[src/rtl/clk_sel_pkg.sv]
package clk_sel_pkg;
  typedef enum logic [2:0] {
    ST_IDLE,
    ST_PICK,
    ST_CEIL,
    ST_RATE,
    ST_END
  } sel_st_e;
endpackage

[src/rtl/clk_sel_div.sv]
// Shared restoring divider: one quotient bit per cycle, W cycles per divide.
module clk_sel_div #(
  parameter int W = 32
) (
  input  logic         clk,
  input  logic         rst_n,
  input  logic         go,
  input  logic [W-1:0] a,
  input  logic [W-1:0] b,
  output logic         fin,
  output logic [W-1:0] quot,
  output logic [W-1:0] rem
);
  localparam int CW = $clog2(W + 1);
  localparam logic [CW-1:0] CNT_LOAD = CW'(W);
  localparam logic [CW-1:0] CNT_ONE  = CW'(1);

  logic         busy_q, busy_d;
  logic         fin_q, fin_d;
  logic [CW-1:0] cnt_q, cnt_d;
  logic [W-1:0] q_q, q_d, r_q, r_d, b_q, b_d;
  logic [W:0]   trial, diff;
  logic         take;

  always_comb begin
    trial = {r_q, q_q[W-1]};
    diff  = trial - {1'b0, b_q};
    take  = ~diff[W];
    busy_d = busy_q;
    fin_d  = 1'b0;
    cnt_d  = cnt_q;
    q_d    = q_q;
    r_d    = r_q;
    b_d    = b_q;
    if (go && !busy_q) begin
      busy_d = 1'b1;
      cnt_d  = CNT_LOAD;
      q_d    = a;
      r_d    = '0;
      b_d    = b;
    end else if (busy_q) begin
      r_d   = take ? diff[W-1:0] : trial[W-1:0];
      q_d   = {q_q[W-2:0], take};
      cnt_d = cnt_q - CNT_ONE;
      if (cnt_q == CNT_ONE) begin
        busy_d = 1'b0;
        fin_d  = 1'b1;
      end
    end
  end

  always_ff @(posedge clk or negedge rst_n) begin
    if (!rst_n) begin
      busy_q <= 1'b0;
      fin_q  <= 1'b0;
      cnt_q  <= '0;
      q_q    <= '0;
      r_q    <= '0;
      b_q    <= '0;
    end else begin
      busy_q <= busy_d;
      fin_q  <= fin_d;
      cnt_q  <= cnt_d;
      q_q    <= q_d;
      r_q    <= r_d;
      b_q    <= b_d;
    end
  end

  assign fin  = fin_q;
  assign quot = q_q;
  assign rem  = r_q;
endmodule

[src/rtl/clk_sel_fit.sv]
// Fits a rounded-up divisor into prescaler shift plus integer divider.
module clk_sel_fit #(
  parameter int W   = 32,
  parameter int SHB = 2,
  parameter int DVB = 5
) (
  input  logic [W-1:0]   ceil_div,
  output logic [SHB-1:0] shift,
  output logic [DVB:0]   div,
  output logic           ok
);
  localparam int SMAX = (1 << SHB) - 1;
  localparam logic [SHB:0] SMAX_S = (SHB + 1)'(SMAX);
  localparam logic [SHB:0] ONE_S  = (SHB + 1)'(1);
  localparam logic [W-1:0] DMAX_W = W'(1 << DVB);

  logic [SHB:0] s;
  logic [W-1:0] v;
  logic         stop;

  always_comb begin
    s    = '0;
    stop = 1'b0;
    // exact powers of two first: no precision lost
    for (int k = 0; k < SMAX; k++) begin
      if (!stop && !ceil_div[k]) s = s + ONE_S;
      else                       stop = 1'b1;
    end
    v = ceil_div >> s;
    // then lossy halving until the integer stage can hold it
    for (int k = 0; k <= SMAX; k++) begin
      if (s <= SMAX_S && v > DMAX_W) begin
        s = s + ONE_S;
        v = v >> 1;
      end
    end
    ok    = (s <= SMAX_S);
    shift = s[SHB-1:0];
    div   = v[DVB:0];
  end
endmodule

[src/rtl/clk_sel_search.sv]
module clk_sel_search
  import clk_sel_pkg::*;
#(
  parameter int W    = 32,
  parameter int NPAR = 4,
  parameter int SHB  = 2,
  parameter int DVB  = 5,
  localparam int IDXW = $clog2(NPAR),
  localparam int IW   = $clog2(NPAR + 1)
) (
  input  logic              clk,
  input  logic              rst_n,
  input  logic              start,
  input  logic [W-1:0]      req_rate,
  input  logic [NPAR*W-1:0] par_rates,
  input  logic [IW-1:0]     par_count,
  output logic              done,
  output logic              err,
  output logic [IDXW-1:0]   best_idx,
  output logic [W-1:0]      best_rate,
  output logic [SHB-1:0]    best_shift,
  output logic [DVB:0]      best_div
);
  localparam logic [IW-1:0] NPAR_C = IW'(NPAR);
  localparam logic [IW-1:0] IDX_ONE = IW'(1);

  sel_st_e          st_q, st_d;
  logic [IW-1:0]    idx_q, idx_d, cnt_q, cnt_d;
  logic [W-1:0]     req_q, req_d;
  logic [W-1:0]     par_q [NPAR];
  logic [W-1:0]     par_d [NPAR];
  logic             have_q, have_d;
  logic [IDXW-1:0]  bidx_q, bidx_d;
  logic [W-1:0]     brate_q, brate_d;
  logic [SHB-1:0]   bshift_q, bshift_d, cshift_q, cshift_d;
  logic [DVB:0]     bdiv_q, bdiv_d, cdiv_q, cdiv_d;
  logic             done_q, done_d, err_q, err_d;

  logic             dv_go, dv_fin;
  logic [W-1:0]     dv_a, dv_b, dv_quot, dv_rem;
  logic [W-1:0]     cur_par, ceil_w;
  logic [SHB-1:0]   fit_shift;
  logic [DVB:0]     fit_div;
  logic             fit_ok;
  logic             idle_w;

  assign cur_par = par_q[idx_q[IDXW-1:0]];
  assign ceil_w  = dv_quot + {{(W-1){1'b0}}, (dv_rem != '0)};
  assign idle_w  = (st_q == ST_IDLE);

  clk_sel_div #(.W(W)) div_i (
    .clk  (clk),
    .rst_n(rst_n),
    .go   (dv_go),
    .a    (dv_a),
    .b    (dv_b),
    .fin  (dv_fin),
    .quot (dv_quot),
    .rem  (dv_rem)
  );

  clk_sel_fit #(.W(W), .SHB(SHB), .DVB(DVB)) fit_i (
    .ceil_div(ceil_w),
    .shift   (fit_shift),
    .div     (fit_div),
    .ok      (fit_ok)
  );

  always_comb begin
    st_d     = st_q;
    idx_d    = idx_q;
    cnt_d    = cnt_q;
    req_d    = req_q;
    have_d   = have_q;
    bidx_d   = bidx_q;
    brate_d  = brate_q;
    bshift_d = bshift_q;
    bdiv_d   = bdiv_q;
    cshift_d = cshift_q;
    cdiv_d   = cdiv_q;
    done_d   = 1'b0;
    err_d    = 1'b0;
    for (int i = 0; i < NPAR; i++) par_d[i] = par_q[i];
    dv_go = 1'b0;
    dv_a  = cur_par;
    dv_b  = req_q;
    unique case (st_q)
      ST_IDLE: begin
        if (start) begin
          req_d    = req_rate;
          for (int i = 0; i < NPAR; i++) par_d[i] = par_rates[i*W +: W];
          cnt_d    = (par_count > NPAR_C) ? NPAR_C : par_count;
          idx_d    = '0;
          have_d   = 1'b0;
          bidx_d   = '0;
          brate_d  = '0;
          bshift_d = '0;
          bdiv_d   = '0;
          if (req_rate == '0) begin
            done_d = 1'b1;
            err_d  = 1'b1;
          end else begin
            st_d = ST_PICK;
          end
        end
      end
      ST_PICK: begin
        if (idx_q >= cnt_q) begin
          st_d = ST_END;
        end else if (cur_par == '0) begin
          idx_d = idx_q + IDX_ONE;
        end else begin
          dv_go = 1'b1;
          st_d  = ST_CEIL;
        end
      end
      ST_CEIL: begin
        if (dv_fin) begin
          if (fit_ok) begin
            cshift_d = fit_shift;
            cdiv_d   = fit_div;
            dv_go    = 1'b1;
            dv_a     = cur_par >> fit_shift;
            dv_b     = {{(W-DVB-1){1'b0}}, fit_div};
            st_d     = ST_RATE;
          end else begin
            idx_d = idx_q + IDX_ONE;
            st_d  = ST_PICK;
          end
        end
      end
      ST_RATE: begin
        if (dv_fin) begin
          if (!have_q || dv_quot > brate_q) begin
            have_d   = 1'b1;
            bidx_d   = idx_q[IDXW-1:0];
            brate_d  = dv_quot;
            bshift_d = cshift_q;
            bdiv_d   = cdiv_q;
          end
          idx_d = idx_q + IDX_ONE;
          st_d  = ST_PICK;
        end
      end
      ST_END: begin
        done_d = 1'b1;
        err_d  = ~have_q;
        st_d   = ST_IDLE;
      end
      default: st_d = ST_IDLE;
    endcase
  end

  always_ff @(posedge clk or negedge rst_n) begin
    if (!rst_n) begin
      st_q     <= ST_IDLE;
      idx_q    <= '0;
      cnt_q    <= '0;
      req_q    <= '0;
      have_q   <= 1'b0;
      bidx_q   <= '0;
      brate_q  <= '0;
      bshift_q <= '0;
      bdiv_q   <= '0;
      cshift_q <= '0;
      cdiv_q   <= '0;
      done_q   <= 1'b0;
      err_q    <= 1'b0;
      for (int i = 0; i < NPAR; i++) par_q[i] <= '0;
    end else begin
      st_q     <= st_d;
      idx_q    <= idx_d;
      cnt_q    <= cnt_d;
      req_q    <= req_d;
      have_q   <= have_d;
      bidx_q   <= bidx_d;
      brate_q  <= brate_d;
      bshift_q <= bshift_d;
      bdiv_q   <= bdiv_d;
      cshift_q <= cshift_d;
      cdiv_q   <= cdiv_d;
      done_q   <= done_d;
      err_q    <= err_d;
      for (int i = 0; i < NPAR; i++) par_q[i] <= par_d[i];
    end
  end

  assign done       = done_q;
  assign err        = err_q;
  assign best_idx   = bidx_q;
  assign best_rate  = brate_q;
  assign best_shift = bshift_q;
  assign best_div   = bdiv_q;
endmodule

[config.mk]
export PLATFORM = sky130hd
export DESIGN_NAME = clk_sel_search
export DESIGN_NICKNAME = d
export VERILOG_FILES = /design/src/rtl/clk_sel_pkg.sv /design/src/rtl/clk_sel_div.sv /design/src/rtl/clk_sel_fit.sv /design/src/rtl/clk_sel_search.sv
export SDC_FILE = /design/constraint.sdc
export NUM_CORES = 1
export LEC_CHECK = 0
export CORE_MARGIN = 2
export CORE_UTILIZATION = 53
export CTS_CLUSTER_DIAMETER = 30
export DETAILED_ROUTE_END_ITERATION = 8
export PLACE_DENSITY = 0.78
export SLEW_MARGIN = 10
export SYNTH_ARGS = -nofsm -noshare
export SYNTH_HDL_FRONTEND = slang
export SYNTH_HIERARCHICAL = 1
export SYNTH_SLANG_ARGS = --single-unit
[constraint.sdc]
create_clock -name clk -period 9.4 [get_ports clk]
set_input_delay 0.94 -clock clk [delete_from_list [all_inputs] [get_ports clk]]
set_output_delay 0.94 -clock clk [all_outputs]
set_load 0.01 [all_outputs]
After elaboration in Yosys (flattened, before gate mapping)
Cells that the tools add are included.
{"block": "classes", "n_div": 0, "n_lt_le_gt_ge": 13, "n_shift": 2, "eq_ne": 14, "n_mul": 0, "muxes": 79, "n_addsub": 10, "bitwise": 3, "reduce_logical": 26}
{"cell": "two-way mux 32 bit", "count": 19}
{"cell": "greater-than comparator 32 x 6 -> 1 bit, second input constant", "count": 4}
{"cell": "binary-select mux 32 bit (select 2 bit)", "count": 1}
{"cell": "logical NOT 32 bit", "count": 2}
{"cell": "case mux 32 bit (2 select lines)", "count": 1}
{"cell": "two-way mux 3 bit", "count": 19}
{"cell": "two-way mux 6 bit", "count": 6}
{"cell": "subtractor 33 x 32 -> 33 bit", "count": 1}
{"cell": "adder 32 x 1 -> 32 bit", "count": 1}
{"cell": "greater-than comparator 32 bit", "count": 1}
{"cell": "nonzero test 32 bit", "count": 1}
{"cell": ">> shifter 32 x 2 -> 32 bit", "count": 1}
{"cell": ">> shifter 32 x 3 -> 32 bit", "count": 1}
{"cell": "case mux 3 bit (4 select lines)", "count": 2}
{"cell": "adder 3 x 1 -> 3 bit, second input constant", "count": 7}
{"cell": "two-way mux 1 bit", "count": 18}
{"cell": "<= comparator 3 x 2 -> 1 bit, second input constant", "count": 5}
{"cell": "two-way mux 2 bit", "count": 6}
{"cell": "!= test 2 bit, second input constant", "count": 6}
{"cell": "case mux 6 bit (2 select lines)", "count": 1}
{"cell": "case mux 1 bit (2 select lines)", "count": 4}
{"cell": "case mux 2 bit (2 select lines)", "count": 2}
{"cell": "logical AND 1 bit", "count": 7}
{"cell": "AND reduction 7 bit", "count": 1}
{"cell": "other kinds (21)", "count": 30}
{"block": "word_totals", "wordCells": 170, "romBits": 0, "inputBits": 166, "out_inout_bits": 44, "latch_bits": 0, "ram_bits": 0, "n_memories": 0, "regBits": 326}

Logic depth before layout (Yosys ltp)
Gate-level depths: netlist of the first run.
{"block": "depth", "word_depth": 27, "depth_mapped": 54, "mapped_depth_nobuf": 47}

Cells and area by module
The synthesis of the first run kept the hierarchy.
{"module": "clk_sel_search", "area_per_inst_um2": 12216.7, "n_inst": 1, "seq_area_each_um2": 5555.3, "cells_per_inst": 1422}
{"module": "clk_sel_div", "area_per_inst_um2": 6374.9, "n_inst": 1, "seq_area_each_um2": 2602.5, "cells_per_inst": 711}
{"module": "clk_sel_fit", "area_per_inst_um2": 2417.3, "n_inst": 1, "seq_area_each_um2": 0.0, "cells_per_inst": 358}

Worst setup path before layout of the first run
OpenSTA, ideal clock, no wires.
{"block": "synth_path", "path_type": "reg-to-reg", "startpoint": "register div_i.r_q[26] (netlist: div_i/rem[26])", "endpoint": "register div_i.b_q[10]", "period_less_slack_ps": 10238, "t_arrival_ps": 10108, "n_path_buf": 8, "setup_slack_ps": -838, "path_stages_with_launch": 54, "setup_time_ps": 130, "required_time_ps": 9270, "cell_sequence": "dfrtp_1 nor4_1 nand4_1 or2_2 ha_1 ha_1 and3_1 nand4_1 or2_1 nor2_1 nand3_1 xnor2_1 nor2_1 a21o_1 a32o_1 and2_1 and4_1 a21oi_1 (+18 left out) ha_1 a2111oi_0 a31oi_1 nor3b_1 o211ai_2 buf_6 mux2_1 nand4_1 clkbuf_1 clkbuf_1 o21ai_1 clkbuf_1 inv_1 nor2_1 clkbuf_1 buf_1 nand2_1 o21ai_0"}
{"block": "synth_between", "word_cells_on_any_way": 47, "cone_classes": "add/sub (7); order compare (9); shift (1); mux (18); reduce/logical (12)"}
{"element": "from (decl)", "line": "clk_sel_div.sv:21", "source": "logic [W-1:0] q_q, q_d, r_q, r_d, b_q, b_d;"}
{"element": "from (signal assigned)", "line": "clk_sel_div.sv:65", "source": "r_q <= r_d;"}
{"element": "nonzero test 32 bit (*)", "line": "clk_sel_search.sv:48", "source": "assign ceil_w = dv_quot + {{(W-1){1'b0}}, (dv_rem != '0)};"}
{"element": "adder 32 x 1 -> 32 bit (*)", "line": "clk_sel_search.sv:48"}
{"element": "net ceil_w[26]", "line": "clk_sel_search.sv:41", "source": "logic [W-1:0] cur_par, ceil_w;"}
{"element": ">> shifter 32 x 3 -> 32 bit (*)", "line": "clk_sel_fit.sv:29", "source": "v = ceil_div >> s;"}
{"element": "greater-than comparator 32 x 6 -> 1 bit", "line": "clk_sel_fit.sv:32", "source": "if (s <= SMAX_S && v > DMAX_W) begin"}
{"element": "logical AND 1 bit", "line": "clk_sel_fit.sv:32"}
{"element": "two-way mux 32 bit or two-way mux 3 bit (tied branches)", "line": "clk_sel_fit.sv:32"}
{"element": "greater-than comparator 32 x 6 -> 1 bit or <= comparator 3 x 2 -> 1 bit (tied branches)", "line": "clk_sel_fit.sv:32"}
{"element": "(+7 left out)"}
{"element": "two-way mux 3 bit (*)", "line": "clk_sel_fit.sv:32"}
{"element": "<= comparator 3 x 2 -> 1 bit (*)", "line": "clk_sel_fit.sv:37", "source": "ok = (s <= SMAX_S);"}
{"element": "net fit_ok", "line": "clk_sel_search.sv:44", "source": "logic fit_ok;"}
{"element": "two-way mux 1 bit (*)", "line": "clk_sel_search.sv:119", "source": "if (fit_ok) begin"}
{"element": "two-way mux 1 bit (*)", "line": "clk_sel_search.sv:118", "source": "if (dv_fin) begin"}
{"element": "case mux 1 bit (2 select lines) (*)", "line": "clk_sel_search.sv:87", "source": "unique case (st_q)"}
{"element": "net dv_go", "line": "clk_sel_search.sv:39", "source": "logic dv_go, dv_fin;"}
{"element": "logical AND 1 bit (*)", "line": "clk_sel_div.sv:35", "source": "if (go && !busy_q) begin"}
{"element": "to (signal assigned)", "line": "clk_sel_div.sv:59", "source": "b_q <= '0;"}
{"element": "to (signal assigned)", "line": "clk_sel_div.sv:66", "source": "b_q <= b_d;"}
{"element": "to (decl)", "line": "clk_sel_div.sv:21"}
Mark *: on every way through the listed nets, which the timed path passes. The rest lies on a longest branch.
A chain may end at the register's enable or synchronous reset.

Worst setup path in the final report of the first run
{"block": "layout_path", "startpoint": "register div_i.r_q[12] (netlist: div_i/rem[12])", "endpoint": "register div_i.q_q[25] (netlist: div_i/quot[25])"}
{"block": "layout_between", "word_cells_on_any_way": 50, "cone_classes": "add/sub (7); order compare (9); shift (2); mux (19); reduce/logical (13)"}
{"element": "nonzero test 32 bit (*)", "line": "clk_sel_search.sv:48"}
{"element": "adder 32 x 1 -> 32 bit (*)", "line": "clk_sel_search.sv:48"}
{"element": "net ceil_w[14]", "line": "clk_sel_search.sv:41"}
{"element": ">> shifter 32 x 3 -> 32 bit (*)", "line": "clk_sel_fit.sv:29"}
{"element": "greater-than comparator 32 x 6 -> 1 bit", "line": "clk_sel_fit.sv:32"}
{"element": "logical AND 1 bit", "line": "clk_sel_fit.sv:32"}
{"element": "two-way mux 32 bit or two-way mux 3 bit (tied branches)", "line": "clk_sel_fit.sv:32"}
{"element": "greater-than comparator 32 x 6 -> 1 bit or <= comparator 3 x 2 -> 1 bit (tied branches)", "line": "clk_sel_fit.sv:32"}
{"element": "(+7 left out)"}
{"element": "two-way mux 3 bit (*)", "line": "clk_sel_fit.sv:32"}
{"element": "net fit_shift[0]", "line": "clk_sel_search.sv:42", "source": "logic [SHB-1:0] fit_shift;"}
{"element": "<= comparator 3 x 2 -> 1 bit or >> shifter 32 x 2 -> 32 bit (tied branches)", "line": "clk_sel_fit.sv:37, clk_sel_search.sv:123"}
{"element": "two-way mux 32 bit (*)", "line": "clk_sel_search.sv:119"}
{"element": "two-way mux 32 bit (*)", "line": "clk_sel_search.sv:118"}
{"element": "two-way mux 32 bit (*)", "line": "clk_sel_search.sv:87"}
{"element": "net dv_a[25]", "line": "clk_sel_search.sv:40", "source": "logic [W-1:0] dv_a, dv_b, dv_quot, dv_rem;"}
{"element": "two-way mux 32 bit (*)", "line": "clk_sel_div.sv:35"}
{"element": "to (signal assigned)", "line": "clk_sel_div.sv:64", "source": "q_q <= q_d;"}
{"element": "to (decl)", "line": "clk_sel_div.sv:21"}
Marked as above.

==> reports/qor.txt, run 1 <==
Area growth syn-to-layout - 28.4%
initial antenna violation count - 2
async set-reset flop share out of synthesis - 100%
Register Area - 8160 um^2
cts hold-fix bufs - 0
Mapped Cells - 2491
relative slew slack - 26.5%
row count - 72
CP required - 9.82 ns
Crit. End Element - flip-flop
leading area contributor after synthesis - dfrtp_1
Final Wtd Congestion - 0.935
Initial Utilization - 54.0%
post-synthesis adder-cell area fraction - 4.86%
Via density - 5.93
VDD IR-drop max - 128 uV
WS Path Type - reg2reg
Clk pin slew, worst setup/hold paths - 0.05 ns
Final ANT Viol Nets - 0
Lkg Pwr - 13.0 nW
Final period util - 96.3%
most frequent cell after synthesis - nand2_1
DR iter-0 viols - 1808
FF+latch count, synth - 326
first-pass GRT wire length - 104 mm
largest family of logic cells by synthesized area - simple AND/OR/NAND/NOR gates
reg-to-reg startpoint - div_i/rem[12]$_DFFE_PN0P_
commonest cells in the synthesized netlist - nand2_1 (770), dfrtp_1 (326), mux2i_1 (128)
Post-synth EDFFs - 0
run status - complete, no violations
CTS H-tree lvls - 3
clock sink count - 326
Simple-Gate Fraction of Synth Area - 23.2%
Setup crit start kind - flip-flop
CP Max Fanout - 15
Crit-path slowest cell - dfrtp_1
worst setup margin - 0.344 ns
Final HPWL DP - 45.0 mm
total CTS buffers - 74
Slew @ Worst Pin - 1.10 ns
CORE AREA - 38900 um^2
overall power - 0.00441 W
Final Slew Violations - 0
share of cells above drive strength 1 - 13.5%
synthesis warning total - 6
Die ar. - 41200 um^2
Register-to-Register Path Depth - 45
routed length per instance - 19.6 um
GRT Total Usage - 31.5%
# DRC - 0
final-report setup violation count - 0
overall routed net length - 65.0 mm
sequential share of the synthesized area - 38.8%
# diodes - 0
clk_skew - 0.0282 ns
CTS tree - done
largest net degree at the start of global routing - 129
share of the synthesized area in the top cell type - 38.8%
worst reg2reg path endpoint - div_i/quot[25]$_DFFE_PN0P_
root buffer cell - clkbuf_16
fillcell total - 2999
number of placed I/O pins - 210
fmax - 110 MHz
DP Worst Slack - -0.0928 ns
min cycle time layout - 9.06 ns
R2R Setup Slk - 0.34 ns
Skew-Pair Late Insertion Delay - 0.59 ns
syn nets - 2738
Max Cap Viol - 0
min-delay worst type - in2async
top post-synthesis cells by area - dfrtp_1 (39%), nand2_1 (14%), mux2i_1 (6.1%), ha_1 (4.8%), mux4_2 (3.4%)
Yosys cell types - 97
Final Hold Viols - 0
Worst EP arrival - 9.48 ns
Most Frequent Cell on Critical Path - ha_2
Mapped Area - 21000 um^2
CP peak stage delay - 0.42 ns
final net count - 2981
multi-input logic area - 12100 um^2
die width - 203 um
design area - 27000 um^2
post-synthesis mux area share - 11.2%
gr ovfl total - 0
Port Buffers - 209
PD cells - 163 nW/um^2
Hold WS - 0.421 ns
Syn Area/Cell - 8.43 um^2
DRT Pass-1 Iters - 7
Vias - 19600
xor/xnor share of the synthesized area - 2.58%
chip height - 203 um
Synth Flop Type - dfrtp_1
clk buf depth - 3
DP Area - 23900 um^2
compound-cell area share of the yosys netlist - 14.3%
vias in the first global route - 19700
[worst max-delay path: cells and delay by family (launching register included)]
family	cells	cell delay [ns]
buffers and inverters	4	0.57
and+or+nand+nor	15	2.56
adders and majority gates	8	1.59
xor gates and xnor gates	4	0.69
AOI/OAI and AO/OA	9	1.76
muxes	5	1.28
DFF	1	0.42
[through the flow]
| stage | setup TNS, ns | instances | util (%) |
|---|---|---|---|
| 2_1_floorplan | 0 | 2491 | - |
| 3_3_place_gp | 0 | 3163 | 61.4 |
| 3_5_place_dp | -2.39 | 3163 | 61.4 |
| 4_1_cts | 0 | 3298 | 68.4 |
| 5_1_grt | -2.28 | 3311 | 69.3 |
| 6_report | 0 | 3311 | 69.3 |
[registers in the layout, indices dropped and copies added, names as in the netlist]
register      flops
div_i/fin         1
req_q            32
st_q              3
best_div          6
best_rate        32
div_i/cnt_q       6
cshift_q          2
err               1
div_i/busy_q      1
cnt_q             3
div_i/b_q        32
par_q           128
div_i/quot       32
have_q            1
idx_q             3
div_i/rem        32
done              1
best_shift        2
best_idx          2
cdiv_q            6
[routing by layer]
metal  global-route usage, %  vias up  part of all wire [%]
met5                       0        -                 0.017
met4                    11.9        2                   2.6
met3                    6.47      121                   8.2
met2                    49.2      842                    46
met1                    43.3     9572                    43
li1                        -     9084                     -
[power breakdown]
part,internal [W],switching [W]
registers,0.00141,0.000000845
clock network,0.00188,0.000863
logic,0.000132,0.000124
total,0.00342,0.000988
[cells in the final DEF (no fill, tap or decap), types with 12 or more instances in the layout]
master,count
a21o_1,35
a21oi_1,102
and2_1,30
and3_1,13
buf_4,87
bufinv_16,12
clkbuf_16,78
clkdlybuf4s50_1,208
dfrtp_1,322
ha_1,74
inv_1,107
mux2_2,23
mux2i_1,128
mux4_2,32
nand2_1,768
nand2b_1,15
nand3_1,33
nand4_1,26
nor2_1,102
nor2b_1,12
nor3_1,30
nor4_1,28
o21a_1,13
o21ai_0,109
o21ai_1,45
xnor2_1,34
xor2_1,20
[worst max path at each step]
stage / start / to / slack [ns] / cells past startpoint
final: div_i/rem[12]$_DFFE_PN0P_ / div_i/quot[25]$_DFFE_PN0P_ / 0.34 / 45
after global routing: div_i/rem[2]$_DFFE_PN0P_ / div_i/quot[25]$_DFFE_PN0P_ / -0.22 / 48
after CTS: div_i/rem[11]$_DFFE_PN0P_ / div_i/quot[0]$_DFFE_PN0P_ / 0.0007 / 44
after detailed placement: div_i/rem[11]$_DFFE_PN0P_ / div_i/quot[19]$_DFFE_PN0P_ / -0.09 / 42
after global placement: div_i/rem[12]$_DFFE_PN0P_ / div_i/quot[17]$_DFFE_PN0P_ / 0.31 / 42
after floorplan: div_i/rem[26]$_DFFE_PN0P_ / div_i/b_q[11]$_DFFE_PN0P_ / 0.0007 / 50
[cell families (layout without fill, tap and decap cells)]
| logic type | after synthesis | count (layout) |
|---|---|---|
| flip-flops | 326 | 326 |
| other | 1 | 1 |
| adder cells (fa/ha/maj) | 81 | 81 |
| multiplexers | 190 | 190 |
| AO/OA/AOI/OAI | 455 | 455 |
| buffers and inverters | 250 | 552 |
| XOR/XNOR | 62 | 62 |
| AND/OR/NAND/NOR | 1126 | 1126 |
[what timing repair did]
action                     4_1_cts  5_1_grt
pin swaps                        1       17
cloned                           0        3
setup buffers                    0       10
gates resized for setup          7       46
setup endpoints to repair       69      114
[layout make-up]
class | count | area share [%]
multi-input cells | 1915 | 44.8
flip-flops and latches | 326 | 30.2
repair buffers | 308 | 11.1
clock buffers | 91 | 7.59
well taps | 518 | 2.40
clock inverters | 44 | 2.36
inverters | 109 | 1.52
No activity file was read; power rests on OpenSTA's default activity.
==> inputs of run 2 (changes only) <==
--- a/config.mk
+++ b/config.mk
@@ -13,5 +13,4 @@
 export SLEW_MARGIN = 10
 export SYNTH_ARGS = -nofsm -noshare
 export SYNTH_HDL_FRONTEND = slang
-export SYNTH_HIERARCHICAL = 1
 export SYNTH_SLANG_ARGS = --single-unit
==> reports/qor.txt, run 2 <==
final core area utilization - 67.4% (was 69.3%)
worst reg2reg path endpoint - div_i.quot[8]$_DFFE_PN0P_ (was div_i/quot[25]$_DFFE_PN0P_)
total CTS buffers - 71 (was 74)
GRT met3 Usage - 7.48% (was 6.47%)
VDD IR-drop max - 157 uV (was 128 uV)
min cycle time layout - 9.03 ns (was 9.06 ns)
sequential share of the synthesized area - 39.4% (was 38.8%)
Final period util - 96.0% (was 96.3%)
top post-synthesis cells by area - dfrtp_1 (39%), mux2_2 (9.3%), ha_1 (4.8%), mux4_2 (3.7%), o21ai_0 (3.5%) (was dfrtp_1 (39%), nand2_1 (14%), mux2i_1 (6.1%), ha_1 (4.8%), mux4_2 (3.4%))
PD cells - 172 nW/um^2 (was 163 nW/um^2)
Post-synth EDFFs - 0 (unchanged)
run status - complete, no violations (unchanged)
CP Max Fanout - 33 (was 15)
commonest cells in the synthesized netlist - dfrtp_1 (326), mux2_2 (171), nand2_1 (153) (was nand2_1 (770), dfrtp_1 (326), mux2i_1 (128))
Final TNS setup - 0 ns (unchanged)
share of cells above drive strength 1 - 20.2% (was 13.5%)
DRT Pass-1 Iters - 5 (was 7)
Gate power share - 8.8% (was 5.8%)
Final Hold Viols - 0 (unchanged)
Register-to-Register Path Depth - 38 (was 45)
Final ANT Viol Nets - 0 (unchanged)
RSZ-0062 raised after global routing - false
chip height - 202 um (was 203 um)
Sw Pwr - 0.00102 W (was 0.000988 W)
overall routed net length - 63.9 mm (was 65.0 mm)
final-report setup violation count - 0 (unchanged)
min-delay worst type - in2async (unchanged)
Setup crit start kind - flip-flop (unchanged)
leading area contributor after synthesis - dfrtp_1 (unchanged)
Worst Setup SP - div_i.rem[17]$_DFFE_PN0P_ (was div_i/rem[12]$_DFFE_PN0P_)
most common cell after layout, fill and taps aside - dfrtp_1 (was nand2_1)
CP endpoint - div_i.quot[8]$_DFFE_PN0P_ (was div_i/quot[25]$_DFFE_PN0P_)
switch share - 22.9% (was 22.4%)
clk_skew - 0.0216 ns (was 0.0282 ns)
Final Slew Violations - 0 (unchanged)
gr busiest metal - met2 (unchanged)
clock sink count - 326 (unchanged)
cts hold-fix bufs - 0 (unchanged)
share of the synthesized area in the top cell type - 39.4% (was 38.8%)
Pint - 0.00346 W (was 0.00342 W)
DR iter-0 viols - 1802 (was 1808)
Via density - 6.32 (was 5.93)
CTS H-tree lvls - 3 (unchanged)
Mapped Cells - 2089 (was 2491)
CP required - 9.83 ns (was 9.82 ns)
CTS tree - done (unchanged)
GRT Total Usage - 31.5% (about the same)
Final Wtd Congestion - 0.980 (was 0.935)
synthesis warning total - 0 (was 6)
Initial Utilization - 53.6% (was 54.0%)
Area growth syn-to-layout - 25.8% (was 28.4%)
reg-to-reg startpoint - div_i.rem[17]$_DFFE_PN0P_ (was div_i/rem[12]$_DFFE_PN0P_)
met2 usage - 48.4% (was 49.2%)
Mapped Area - 20700 um^2 (was 21000 um^2)
Skew-Pair Late Insertion Delay - 0.58 ns (was 0.59 ns)
async set-reset flop share out of synthesis - 100% (unchanged)
root buffer cell - clkbuf_16 (unchanged)
Reg power frac - 32.3% (was 31.9%)
vias in the first global route - 18200 (was 19700)
CP peak stage delay - 0.57 ns (was 0.42 ns)
Max Cap Viol - 0 (unchanged)
syn nets - 2336 (was 2738)
flip-flop count of the largest register after layout - 128 (unchanged)
Yosys cell types - 115 (was 97)
first-pass GRT wire length - 102 mm (was 104 mm)
number of placed I/O pins - 210 (unchanged)
Most Frequent Cell on Critical Path - ha_1 (was ha_2)
Synth Flop Type - dfrtp_1 (unchanged)
Die ar. - 40700 um^2 (was 41200 um^2)
clk buf depth - 3 (unchanged)
Crit-path slowest cell - o32ai_1 (was dfrtp_1)
largest net degree at the start of global routing - 115 (was 129)
# DRC - 0 (unchanged)
Biggest register - par_q (unchanged)
gr ovfl total - 0 (unchanged)
Clk pin slew, worst setup/hold paths - 0.05 ns (about the same)
die width - 202 um (was 203 um)
Port Buffers - 209 (unchanged)
FF+latch count, synth - 326 (unchanged)
clock share of power - 58.9% (was 62.3%)
Vias - 18200 (was 19600)
WS Path Type - reg2reg (unchanged)
Final HPWL DP - 44.5 mm (was 45.0 mm)
Syn Area/Cell - 9.91 um^2 (was 8.43 um^2)
routed length per instance - 22.2 um (was 19.6 um)
R2R Setup Slk - 0.37 ns (was 0.34 ns)
Crit. End Element - flip-flop (unchanged)
Lkg Pwr - 11.2 nW (was 13.0 nW)
CORE AREA - 38600 um^2 (was 38900 um^2)
Worst EP arrival - 9.45 ns (was 9.48 ns)
initial antenna violation count - 5 (was 2)
most frequent cell after synthesis - dfrtp_1 (was nand2_1)
Slew @ Worst Pin - 1.04 ns (was 1.10 ns)
fmax - 111 MHz (was 110 MHz)
final net count - 2550 (was 2981)
most frequent cells in the layout - dfrtp_1 (325), clkdlybuf4s50_1 (208), mux2_2 (171) (was nand2_1 (768), dfrtp_1 (322), clkdlybuf4s50_1 (208))
met1 GRT Util - 43.3% (about the same)
row count - 72 (unchanged)
relative slew slack - 30.8% (was 26.5%)
## run 2: cell count changes after synthesis, sizes merged, moves of 22 or more
cell    previous run  this run
nor2             109        75
a21oi            107        78
a21o              35        12
buf               37        69
nand2            770       156
nand3             34       109
mux2i            128        52
mux2              30       178
clkbuf           104        71
o21ai            162       184
## run 2: worst min-delay path by stage
stage | slack [ns] | cells past startpoint | to
floorplan | 0.44 | 1 | div_i.cnt_q[5]$_DFFE_PN0P_
global placement | 0.46 | 1 | div_i.cnt_q[5]$_DFFE_PN0P_
detailed placement | 0.46 | 1 | div_i.cnt_q[5]$_DFFE_PN0P_
CTS | 0.47 | 1 | div_i.b_q[8]$_DFFE_PN0P_
global route | 0.50 | 1 | req_q[8]$_DFFE_PN0P_
finish | 0.42 | 1 | req_q[8]$_DFFE_PN0P_
## run 2: worst max-delay path: cells and delay by family (launching register included)
kind	cells	cell delay, ns
adders and majority gates	7	1.73
and+or+nand+nor	11	2.35
buffers and inverters	4	0.74
xor gates and xnor gates	1	0.20
DFF	1	0.41
AOI/OAI and AO/OA	12	2.27
muxes	3	1.09
## run 2: area by class of cell
type                            instances  area [um^2]
Fill cell                            2760        12600
Multi-Input combinational cell       1507        11600
Sequential cell                       326         8160
Timing Repair Buffer                  281         2690
Clock buffer                           91         1990
Tap cell                              518          648
Clock inverter                         37          547
Inverter                              116          438
Antenna cell                            2         5.00
## run 2: repair_timing
| item | in CTS | in global routing |
|---|---|---|
| endpoints found under the setup margin | 0 | 103 |
| endpoints found under the hold margin | 0 | 0 |
| resized for setup | 0 | 8 |
| setup buffers | 0 | 4 |
## run 2: cells by family after synthesis
logic type | count (synthesis) | share of synthesized area, %
AOI/OAI and AO/OA | 515 | 16.7
xor gates and xnor gates | 53 | 2.55
adders and majority gates | 81 | 4.93
buffers and inverters | 256 | 5.11
DFF | 326 | 39.4
muxes | 264 | 16.0
other | 1 | 0.0181
and+or+nand+nor | 593 | 15.2
## run 2: metrics by stage
| stage | cell area (um^2) | std cells | power, W | setup WS (ns) | hold slack (ns) |
|---|---|---|---|---|---|
| 2_1_floorplan | 20700 | 2089 | 0.00165 | 0.462 | 0.435 |
| 4_1_cts | 26000 | 2872 | 0.00450 | 0.220 | 0.472 |
| 3_3_place_gp | 23400 | 2744 | 0.00184 | 0.461 | 0.461 |
| 3_5_place_dp | 23400 | 2744 | 0.00185 | 0.282 | 0.464 |
| 5_1_grt | 26000 | 2877 | 0.00461 | 0.00978 | 0.500 |
| 6_report | 26000 | 2878 | 0.00448 | 0.372 | 0.418 |
## run 2: layer usage
layer	routed length [um]	part of all wire [%]
met4	2080	3.3
met1	26700	42
met3	6100	9.5
met5	25	0.039
met2	28900	45
## run 2: power groups by stage
stage	logic (W)	clock network (W)	registers (W)
after floorplan	0.000172	0	0.00148
after global placement	0.000373	0	0.00147
after detailed placement	0.000381	0	0.00147
after CTS	0.000385	0.00266	0.00145
after global routing	0.000426	0.00274	0.00145
final	0.000394	0.00264	0.00145
==> inputs of run 3 (changes only) <==
--- a/config.mk
+++ b/config.mk
@@ -9,7 +9,7 @@
 export CORE_UTILIZATION = 53
 export CTS_CLUSTER_DIAMETER = 30
 export DETAILED_ROUTE_END_ITERATION = 8
-export PLACE_DENSITY = 0.78
+export PLACE_DENSITY = 0.9
 export SLEW_MARGIN = 10
 export SYNTH_ARGS = -nofsm -noshare
 export SYNTH_HDL_FRONTEND = slang
==> reports/qor.txt, run 3 (synthesis gave the netlist of run 2 again) <==
Most Frequent Cell on Critical Path - ha_1 (unchanged)
flip-flop count of the largest register after layout - 128 (unchanged)
Pint - 0.00329 W (was 0.00346 W)
min cycle time layout - 9.04 ns (was 9.03 ns)
cts hold-fix bufs - 0 (unchanged)
worst reg2reg path endpoint - div_i.quot[14]$_DFFE_PN0P_ (was div_i.quot[8]$_DFFE_PN0P_)
run status - complete, no violations (unchanged)
Register-to-Register Path Depth - 38 (unchanged)
CP Max Fanout - 17 (was 33)
GRT Total Usage - 32.9% (was 31.5%)
Die ar. - 40700 um^2 (unchanged)
min-delay worst type - in2async (unchanged)
first-pass GRT wire length - 106 mm (was 102 mm)
critical path depth in cells - 38 (unchanged)
most common cell after layout, fill and taps aside - dfrtp_1 (unchanged)
root buffer cell - clkbuf_16 (unchanged)
DRT Pass-1 Iters - 6 (was 5)
DR iter-0 viols - 2298 (was 1802)
# diodes - 0 (was 2)
Final Slew Violations - 0 (unchanged)
Worst EP arrival - 9.50 ns (was 9.45 ns)
Sw Pwr - 0.00107 W (was 0.00102 W)
design area - 26000 um^2 (about the same)
clock share of power - 57.5% (was 58.9%)
VDD IR-drop max - 241 uV (was 157 uV)
fmax - 111 MHz (about the same)
Area growth syn-to-layout - 25.5% (was 25.8%)
# DRC - 0 (unchanged)
vias in the first global route - 19000 (was 18200)
final-report setup violation count - 0 (unchanged)
DP Area - 23300 um^2 (was 23400 um^2)
Lkg Pwr - 11.1 nW (was 11.2 nW)
Crit. End Element - flip-flop (unchanged)
Final Hold Viols - 0 (unchanged)
chip height - 202 um (unchanged)
switch share - 24.5% (was 22.9%)
largest net degree at the start of global routing - 100 (was 115)
PD cells - 168 nW/um^2 (was 172 nW/um^2)
relative slew slack - 24.1% (was 30.8%)
overall routed net length - 68.0 mm (was 63.9 mm)
cell family with most CP delay - simple AND/OR/NAND/NOR gates (unchanged)
Max Cap Viol - 0 (unchanged)
RSZ-0062 raised after global routing - false (unchanged)
clk_skew - 0.0233 ns (was 0.0216 ns)
initial antenna violation count - 0 (was 5)
Reg power frac - 33.2% (was 32.3%)
Inst Count DP - 2732 (was 2744)
row count - 72 (unchanged)
CTS H-tree lvls - 3 (unchanged)
Slew @ Worst Pin - 1.14 ns (was 1.04 ns)
gr ovfl total - 0 (unchanged)
final net count - 2542 (was 2550)
Worst Setup SP - div_i.rem[0]$_DFFE_PN0P_ (was div_i.rem[17]$_DFFE_PN0P_)
multi-input logic area - 11600 um^2 (about the same)
Clk pin slew, worst setup/hold paths - 0.05 ns (about the same)
total CTS buffers - 72 (was 71)
Final TNS setup - 0 ns (unchanged)
WS Path Type - reg2reg (unchanged)
Register Area - 8160 um^2 (unchanged)
Biggest register - par_q (unchanged)
clock sink count - 326 (unchanged)
Skew-Pair Late Insertion Delay - 0.58 ns (about the same)
Final period util - 96.1% (was 96.0%)
CP required - 9.86 ns (was 9.83 ns)
CTS tree - done (unchanged)
Setup crit start kind - flip-flop (unchanged)
most frequent cells in the layout - dfrtp_1 (325), clkdlybuf4s50_1 (208), mux2_2 (171) (unchanged)
fillcell total - 2559 (was 2760)
reg-to-reg startpoint - div_i.rem[0]$_DFFE_PN0P_ (was div_i.rem[17]$_DFFE_PN0P_)
Initial Utilization - 53.6% (unchanged)
CP peak stage delay - 0.43 ns (was 0.57 ns)
clk buf depth - 3 (unchanged)
Final HPWL DP - 44.8 mm (was 44.5 mm)
Buf+Inv Stages, Crit Path - 3 (was 4)
overall power - 0.00436 W (was 0.00448 W)
number of placed I/O pins - 210 (unchanged)
Final ANT Viol Nets - 0 (unchanged)
Port Buffers - 209 (unchanged)
CORE AREA - 38600 um^2 (unchanged)
Gate power share - 9.2% (was 8.8%)
R2R Setup Slk - 0.36 ns (was 0.37 ns)
Vias - 19100 (was 18200)
Final Wtd Congestion - 0.968 (was 0.980)
Crit-path slowest cell - dfrtp_1 (was o32ai_1)
die width - 202 um (unchanged)
share of cells above drive strength 1 - 20.3% (was 20.2%)
CP endpoint - div_i.quot[14]$_DFFE_PN0P_ (was div_i.quot[8]$_DFFE_PN0P_)
final std cells w/o fill - 2869 (was 2878)
Via density - 6.64 (was 6.32)
routed length per instance - 23.7 um (was 22.2 um)
## run 3: changes by cell type in the layout (fill, tap and decap cells not counted), moves of 3 or more
cell and delta:
clkbuf_8 -6, mux2i_2 +4, buf_4 -18, mux2i_1 -4
clkbuf_16 +4, bufinv_16 -6, clkinv_4 +3, clkbuf_1 +4
buf_6 +4, inv_6 +6
## run 3: power by group through the flow
| stage | logic, W | clock network, W | registers, W |
|---|---|---|---|
| finish | 0.000403 | 0.00251 | 0.00145 |
| floorplan | 0.000172 | 0 | 0.00148 |
| detailed placement | 0.000381 | 0 | 0.00147 |
| global route | 0.000432 | 0.00260 | 0.00145 |
| CTS | 0.000388 | 0.00251 | 0.00145 |
| global placement | 0.000368 | 0 | 0.00147 |
## run 3: layout make-up
cell class	count	share of cell area, %
multi-input combinational	1507	44.7
sequential	326	31.4
timing repair buffer	272	10.4
clock buffer	91	7.61
tap	518	2.49
inverter	116	1.69
clock inverter	39	1.68
## run 3: metal layers
layer,up-vias,global-route usage [%],share of wire [%]
met1,9232,42.1,37
met2,1376,51.9,46
li1,8163,-,-
met3,283,8.68,11
met4,0,16.1,5.0
met5,-,0,0
## run 3: stage by stage
stage / worst slack [ns] / hold WS, ns / util (%)
after floorplan: 0.462 / 0.435 / -
after global placement: 0.599 / 0.455 / 60.4
after detailed placement: 0.366 / 0.461 / 60.4
after CTS: 0.260 / 0.454 / 66.6
after global routing: 0.00342 / 0.480 / 67.2
final: 0.362 / 0.415 / 67.2
## run 3: how the worst min path moves through the flow
stage | startpoint | to | slack [ns]
2_1_floorplan | div_i.cnt_q[5]$_DFFE_PN0P_ | div_i.cnt_q[5]$_DFFE_PN0P_ | 0.44
3_3_place_gp | div_i.cnt_q[5]$_DFFE_PN0P_ | div_i.cnt_q[5]$_DFFE_PN0P_ | 0.46
3_5_place_dp | div_i.cnt_q[5]$_DFFE_PN0P_ | div_i.cnt_q[5]$_DFFE_PN0P_ | 0.46
4_1_cts | rst_n | div_i.rem[1]$_DFFE_PN0P_ | 0.45
5_1_grt | rst_n | div_i.rem[14]$_DFFE_PN0P_ | 0.48
6_report | rst_n | div_i.b_q[6]$_DFFE_PN0P_ | 0.41
## run 3: what timing repair did
| item | CTS | global route |
|---|---|---|
| setup buffers | 0 | 5 |
| gates resized for setup | 0 | 35 |
| endpoints found under the setup margin | 0 | 102 |
## run 3: worst reg2reg max path, delay by kind of cell (launching register included)
kind / cells / cell delay [ns]
XOR/XNOR: 1 / 0.19
multiplexers: 4 / 1.32
AO/OA/AOI/OAI: 10 / 1.94
flip-flops: 1 / 0.43
AND/OR/NAND/NOR: 12 / 2.87
buffers and inverters: 3 / 0.43
adder cells (fa/ha/maj): 8 / 1.75
